[config.mk]
export PLATFORM = sky130hd
export DESIGN_NAME = swatch_lap
export DESIGN_NICKNAME = d
export VERILOG_FILES = /design/src/rtl/swatch_pkg.sv /design/src/rtl/swatch_bcd_digit.sv /design/src/rtl/swatch_lap_unit.sv /design/src/rtl/swatch_read_stage.sv /design/src/rtl/swatch_lap.sv
export SDC_FILE = /design/constraint.sdc
export NUM_CORES = 1
export LEC_CHECK = 0
export ABC_CLOCK_PERIOD_IN_PS = 1400
export CELL_PAD_IN_SITES_DETAIL_PLACEMENT = 0
export CELL_PAD_IN_SITES_GLOBAL_PLACEMENT = 2
export CORE_MARGIN = 2
export CORE_UTILIZATION = 31
export DETAILED_ROUTE_END_ITERATION = 6
export PLACE_DENSITY = 0.8
export SLEW_MARGIN = 20
export SYNTH_ARGS = -nofsm -noshare
export SYNTH_HDL_FRONTEND = slang
export SYNTH_SLANG_ARGS = --single-unit
[constraint.sdc]
create_clock -name clk -period 1.4 [get_ports clk]
set_input_delay 0.35 -clock clk [delete_from_list [all_inputs] [get_ports clk]]
set_output_delay 0.35 -clock clk [all_outputs]
set_load 0.01 [all_outputs]
[src/rtl/swatch_pkg.sv]
package swatch_pkg;
  localparam int NIB_W    = 4;
  localparam int BCD_LAST = 9;

  typedef logic [NIB_W-1:0] nib_t;

  typedef enum logic [1:0] {
    SRC_LIVE = 2'd0,
    SRC_LAP  = 2'd1
  } rd_src_e;
endpackage

[src/rtl/swatch_bcd_digit.sv]
module swatch_bcd_digit
  import swatch_pkg::*;
#(
  parameter int W = NIB_W
) (
  input  logic         clk,
  input  logic         rst,
  input  logic         clr,
  input  logic         inc,
  output logic [W-1:0] q,
  output logic         carry
);
  localparam logic [W-1:0] LAST = W'(BCD_LAST);

  assign carry = inc && (q == LAST);

  always_ff @(posedge clk) begin
    if (rst || clr) begin
      q <= '0;
    end else if (inc) begin
      if (carry) q <= '0;
      else       q <= q + W'(1);
    end
  end
endmodule

[src/rtl/swatch_lap_unit.sv]
module swatch_lap_unit #(
  parameter int CW = 12
) (
  input  logic          clk,
  input  logic          rst,
  input  logic          lap,
  input  logic          wrap,
  input  logic          hi_read,
  input  logic          carry_clr,
  input  logic [CW-1:0] cnt,
  output logic [CW-1:0] lap_buf,
  output logic          renew,
  output logic          carry_req
);
  always_ff @(posedge clk) begin
    if (rst) begin
      lap_buf   <= '0;
      renew     <= 1'b0;
      carry_req <= 1'b0;
    end else begin
      if (lap) lap_buf <= cnt;

      if (lap)          renew <= 1'b1;
      else if (hi_read) renew <= 1'b0;

      if (lap && wrap)    carry_req <= 1'b1;
      else if (carry_clr) carry_req <= 1'b0;
    end
  end
endmodule

[src/rtl/swatch_read_stage.sv]
module swatch_read_stage #(
  parameter int DIGITS = 3,
  parameter int W      = 4,
  parameter int SEL_W  = 2
) (
  input  logic                  clk,
  input  logic                  rst,
  input  logic                  rd_en,
  input  logic                  rd_src,
  input  logic [SEL_W-1:0]      rd_sel,
  input  logic [DIGITS*W-1:0]   live,
  input  logic [DIGITS*W-1:0]   lap_buf,
  output logic [W-1:0]          rd_data,
  output logic                  hi_read
);
  localparam int SH_W = (DIGITS - 1) * W;

  logic [DIGITS*W-1:0] src_val;
  logic [SH_W-1:0]     shadow_q;
  logic [W-1:0]        pick;

  assign src_val = rd_src ? lap_buf : live;
  assign hi_read = rd_en && rd_src && (rd_sel == SEL_W'(DIGITS - 1));

  always_comb begin
    pick = '0;
    if (rd_sel == '0) begin
      pick = src_val[W-1:0];
    end
    for (int k = 1; k < DIGITS; k++) begin
      if (rd_sel == SEL_W'(k)) pick = shadow_q[(k-1)*W +: W];
    end
  end

  always_ff @(posedge clk) begin
    if (rst) begin
      shadow_q <= '0;
      rd_data  <= '0;
    end else if (rd_en) begin
      rd_data <= pick;
      if (rd_sel == '0) shadow_q <= src_val[DIGITS*W-1:W];
    end
  end
endmodule

[src/rtl/swatch_lap.sv]
module swatch_lap
  import swatch_pkg::*;
#(
  parameter int DIGITS = 3,
  parameter int W      = NIB_W,
  parameter int SEL_W  = 2
) (
  input  logic             clk,
  input  logic             rst,
  input  logic             tick_i,
  input  logic             run_i,
  input  logic             clr_i,
  input  logic             lap_i,
  input  logic             irq_clr_i,
  input  logic             carry_clr_i,
  input  logic             rd_en_i,
  input  logic             rd_src_i,
  input  logic [SEL_W-1:0] rd_sel_i,
  output logic [W-1:0]     rd_data_o,
  output logic             renew_o,
  output logic             carry_req_o,
  output logic             irq_o
);
  localparam int CW = DIGITS * W;

  logic [CW-1:0]     cnt_q;
  logic [CW-1:0]     lap_buf_q;
  logic [DIGITS:0]   chain;
  logic              wrap;
  logic              hi_read;

  assign chain[0] = tick_i && run_i && !clr_i;
  assign wrap     = chain[DIGITS];

  for (genvar g = 0; g < DIGITS; g++) begin : g_digit
    swatch_bcd_digit #(.W(W)) u_dig (
      .clk   (clk),
      .rst   (rst),
      .clr   (clr_i),
      .inc   (chain[g]),
      .q     (cnt_q[g*W +: W]),
      .carry (chain[g+1])
    );
  end

  swatch_lap_unit #(.CW(CW)) u_lap (
    .clk       (clk),
    .rst       (rst),
    .lap       (lap_i),
    .wrap      (wrap),
    .hi_read   (hi_read),
    .carry_clr (carry_clr_i),
    .cnt       (cnt_q),
    .lap_buf   (lap_buf_q),
    .renew     (renew_o),
    .carry_req (carry_req_o)
  );

  swatch_read_stage #(.DIGITS(DIGITS), .W(W), .SEL_W(SEL_W)) u_rd (
    .clk     (clk),
    .rst     (rst),
    .rd_en   (rd_en_i),
    .rd_src  (rd_src_i),
    .rd_sel  (rd_sel_i),
    .live    (cnt_q),
    .lap_buf (lap_buf_q),
    .rd_data (rd_data_o),
    .hi_read (hi_read)
  );

  always_ff @(posedge clk) begin
    if (rst)            irq_o <= 1'b0;
    else if (wrap)      irq_o <= 1'b1;
    else if (irq_clr_i) irq_o <= 1'b0;
  end
endmodule

==> metrics <==
Synthesized Nets 209; chip height 80.5 um; cells on worst reg2reg path 6; YS warnings 0; Buf/Inv on CP 1; H-tree depth 2; Seq cells post-synth 39; LEAKAGE 1.04 nW; Iter 0 DRT Violations 76; Critical-path top delay cell or3_1; Worst Hold Class register to register; Netlist cell types 34; final instance area 2480 um2; pre-CTS worst setup slack -0.444 ns; final critical-path required period 1.38 ns; ANT cells 0; gp weighted congestion 0.739; worst-path cell chain inv_2 -> ha_4 -> and3b_2 -> nand4_1 -> or3_1 -> a21oi_2; area leader, netlist dfxtp_1; r2r endpoint g_digit[2].u_dig.q[2]; total track usage 12.9%; CTS tree built; clock share of power 42.2%; Rows 27; Top Family by Delay on Critical Path simple AND/OR/NAND/NOR gates; Slew Limit Headroom 78.9%; Logic pwr share 9.1%; Cell Count, Final, Fillers Out 308; pwr/cell area 941 nW/um2; P_int 0.00182 W; setup slack, reg-to-reg 0.02 ns; Clk pin slew, worst setup/hold paths 0.08 ns; critical path arrival 1.61 ns; clock latency on the worst-skew pair 0.29 ns; IO buf count 18; outcome completed; hold_buf cts 0; worst setup margin 0.0199 ns; Final Skew 0.00603 ns; CP endpoint g_digit[2].u_dig.q[2]; Synth top area share 43.1%; Clock Sinks 39; post-placement cell count 295; crit share post-route 98.6%; global-route wire length before repair 6380 um; worst path required time 1.63 ns; fin. max-slew vios 0; max_cap viols 0; Final ANT Viol Nets 0; critical path depth 6; area grow syn2layout 36.9%; hold path depth 2; RSZ-0062 raised after global routing yes; Die ar. 6480 um2; CP endpoint kind register; Mean Syn Cell Area 9.49 um2; Residual DRC 0; critical path fanouts, max 6; Crit Path Class register to register; Die Wd 80.5 um; TritonCTS Buffers 5; Placement Cell Area 2260 um2; via/cell ratio 4.78; Root Driver clkbuf_8; WL final 3970 um; initial antenna violation count 0; WL/cell 12.9 um; sequential fraction of the synthesis area 43.1%; P_sw 0.000521 W; largest net degree at the start of global routing 28; Post-Syn Area 1810 um2; slowest stage delay, CP 0.34 ns; drt pass-1 iters 4; Fin. Hold Viols 0; share of layout cells above drive strength 1 30.9%; sequential fraction of design power 48.7%; Starting Density 32.5%; Max Clock Freq 0.725 GHz; Ports 19; DP HPWL 2820 um; CP Launch Point g_digit[0].u_dig.q[1]; Post-Synthesis Cells 191; Setup-failing EPs final 0; largest cells by area after synthesis dfxtp_1, mux2i_1, nor2_1, a211oi_1, ha_1; GR Overflow Total 0; CP startpoint kind register; maximum clock path buffer count 2; Sw Share 22.3%; Final #Nets 253; number of global-route vias before repair 1342; Peak supply drop 0.540 mV; RR Startpoint g_digit[0].u_dig.q[1]; Worst-Margin Slew 0.317 ns; filler cell count 541; Core Area 5570 um2; vias 1473
-- tightest hold or removal path: cells and delay by family, from the launching register on --
family             cells  cell delay (ns)
DFF                    1             0.31
and+or+nand+nor        1             0.06
AOI/OAI and AO/OA      1             0.05
-- state kept, by name, summed over array words and instances, names as in the netlist --
| signal | count |
|---|---|
| g_digit.u_dig.q | 12 |
| u_lap.lap_buf | 12 |
| u_rd.rd_data | 4 |
| u_lap.carry_req | 1 |
| u_rd.shadow_q | 8 |
| irq_o | 1 |
| u_lap.renew | 1 |
-- layout make-up --
cell class / instances / area (um2) / area share [%]
Multi-Input combinational cell: 133 / 995 / 40.1
Sequential cell: 39 / 790 / 31.8
Timing Repair Buffer: 52 / 475 / 19.2
Tap cell: 72 / 90.1 / 3.63
Clock buffer: 6 / 82.6 / 3.33
Clock inverter: 2 / 35.0 / 1.41
Inverter: 4 / 15.0 / 0.605
-- cell families (layout without fill, tap and decap cells) --
kind of cell	Yosys count	in the layout	share of synthesized area (%)
adders and majority gates	6	6	4.14
AOI/OAI and AO/OA	31	31	13.0
muxes	26	26	14.6
and+or+nand+nor	68	68	18.8
buffers and inverters	19	64	5.52
DFF	39	39	43.1
xor gates and xnor gates	2	2	0.966
-- Yosys cell counts --
library cell,count
and3_2,1
inv_1,4
nand4b_1,1
a222oi_1,4
o21ai_0,2
ha_1,6
a31o_2,1
a41oi_2,1
or3_1,2
nor3b_4,1
nand2b_1,1
mux2i_1,23
and2_4,1
buf_2,5
a21oi_1,9
xor2_1,2
nand4_1,2
buf_4,2
and3b_1,4
a311oi_2,1
nand3_1,2
nor2b_1,3
nand2_1,4
dfxtp_1,39
buf_6,2
mux2_2,3
a32o_1,1
and3_1,1
nor3_1,4
nand3b_1,1
clkbuf_1,6
a211oi_1,12
nor2_1,39
or2_2,1
-- stage by stage --
| stage | hold WS [ns] | util (%) | total power (W) | TNS, ns |
|---|---|---|---|---|
| detailed placement | 0.457 | 40.5 | 0.00137 | -8.88 |
| CTS | 0.466 | 43.0 | 0.00234 | -0.00140 |
| global route | 0.476 | 44.5 | 0.00242 | -0.311 |
| floorplan | 0.454 | - | 0.00126 | -0.00279 |
| finish | 0.465 | 44.5 | 0.00234 | 0 |
| global placement | 0.456 | 40.5 | 0.00137 | -8.44 |
-- timing repair --
| action | in CTS | in global routing |
|---|---|---|
| gates cloned | 0 | 1 |
| pin swaps | 3 | 9 |
| gates resized for setup | 15 | 14 |
| setup endpoints to repair | 27 | 18 |
| buffers inserted | 3 | 1 |
-- placed cells by master (no fill, tap or decap), types with 3 or more instances in the layout --
cell	instances
a21oi_1	6
mux2i_1	23
nand2_1	4
nor3_1	4
buf_4	29
nor2b_1	3
ha_1	5
clkbuf_8	6
mux2_2	3
dfxtp_1	34
clkdlybuf4s50_1	4
dlygate4sd2_1	12
a222oi_1	4
a211oi_1	7
dfxtp_2	4
and3b_2	3
a21oi_2	3
nor2_1	38
a211oi_2	5
-- worst min-delay path by stage --
stage,from,to
after floorplan,u_lap.lap_buf[0],u_lap.lap_buf[0]
after global placement,u_lap.carry_req,u_lap.carry_req
after detailed placement,u_lap.carry_req,u_lap.carry_req
after CTS,u_lap.carry_req,u_lap.carry_req
after global routing,u_lap.carry_req,u_lap.carry_req
final,u_lap.carry_req,u_lap.carry_req
-- metal layers --
| metal | vias up | global-route usage, % | wire (um) |
|---|---|---|---|
| met3 | 6 | 3.48 | 157 |
| met4 | 0 | 4.07 | 44 |
| met5 | - | 0 | 0 |
| met1 | 675 | 16.9 | 1930 |
| met2 | 22 | 20.4 | 1840 |
| li1 | 770 | - | - |
-- power by group through the flow --
| stage | Sequential, W | Clock, W | Combinational, W |
|---|---|---|---|
| global route | 0.00114 | 0.00105 | 0.000232 |
| detailed placement | 0.00116 | 0 | 0.000205 |
| CTS | 0.00114 | 0.00101 | 0.000199 |
| global placement | 0.00116 | 0 | 0.000204 |
| floorplan | 0.00117 | 0 | 0.0000965 |
| finish | 0.00114 | 0.000986 | 0.000212 |
Note: power is estimated with default switching activity, not from simulation.
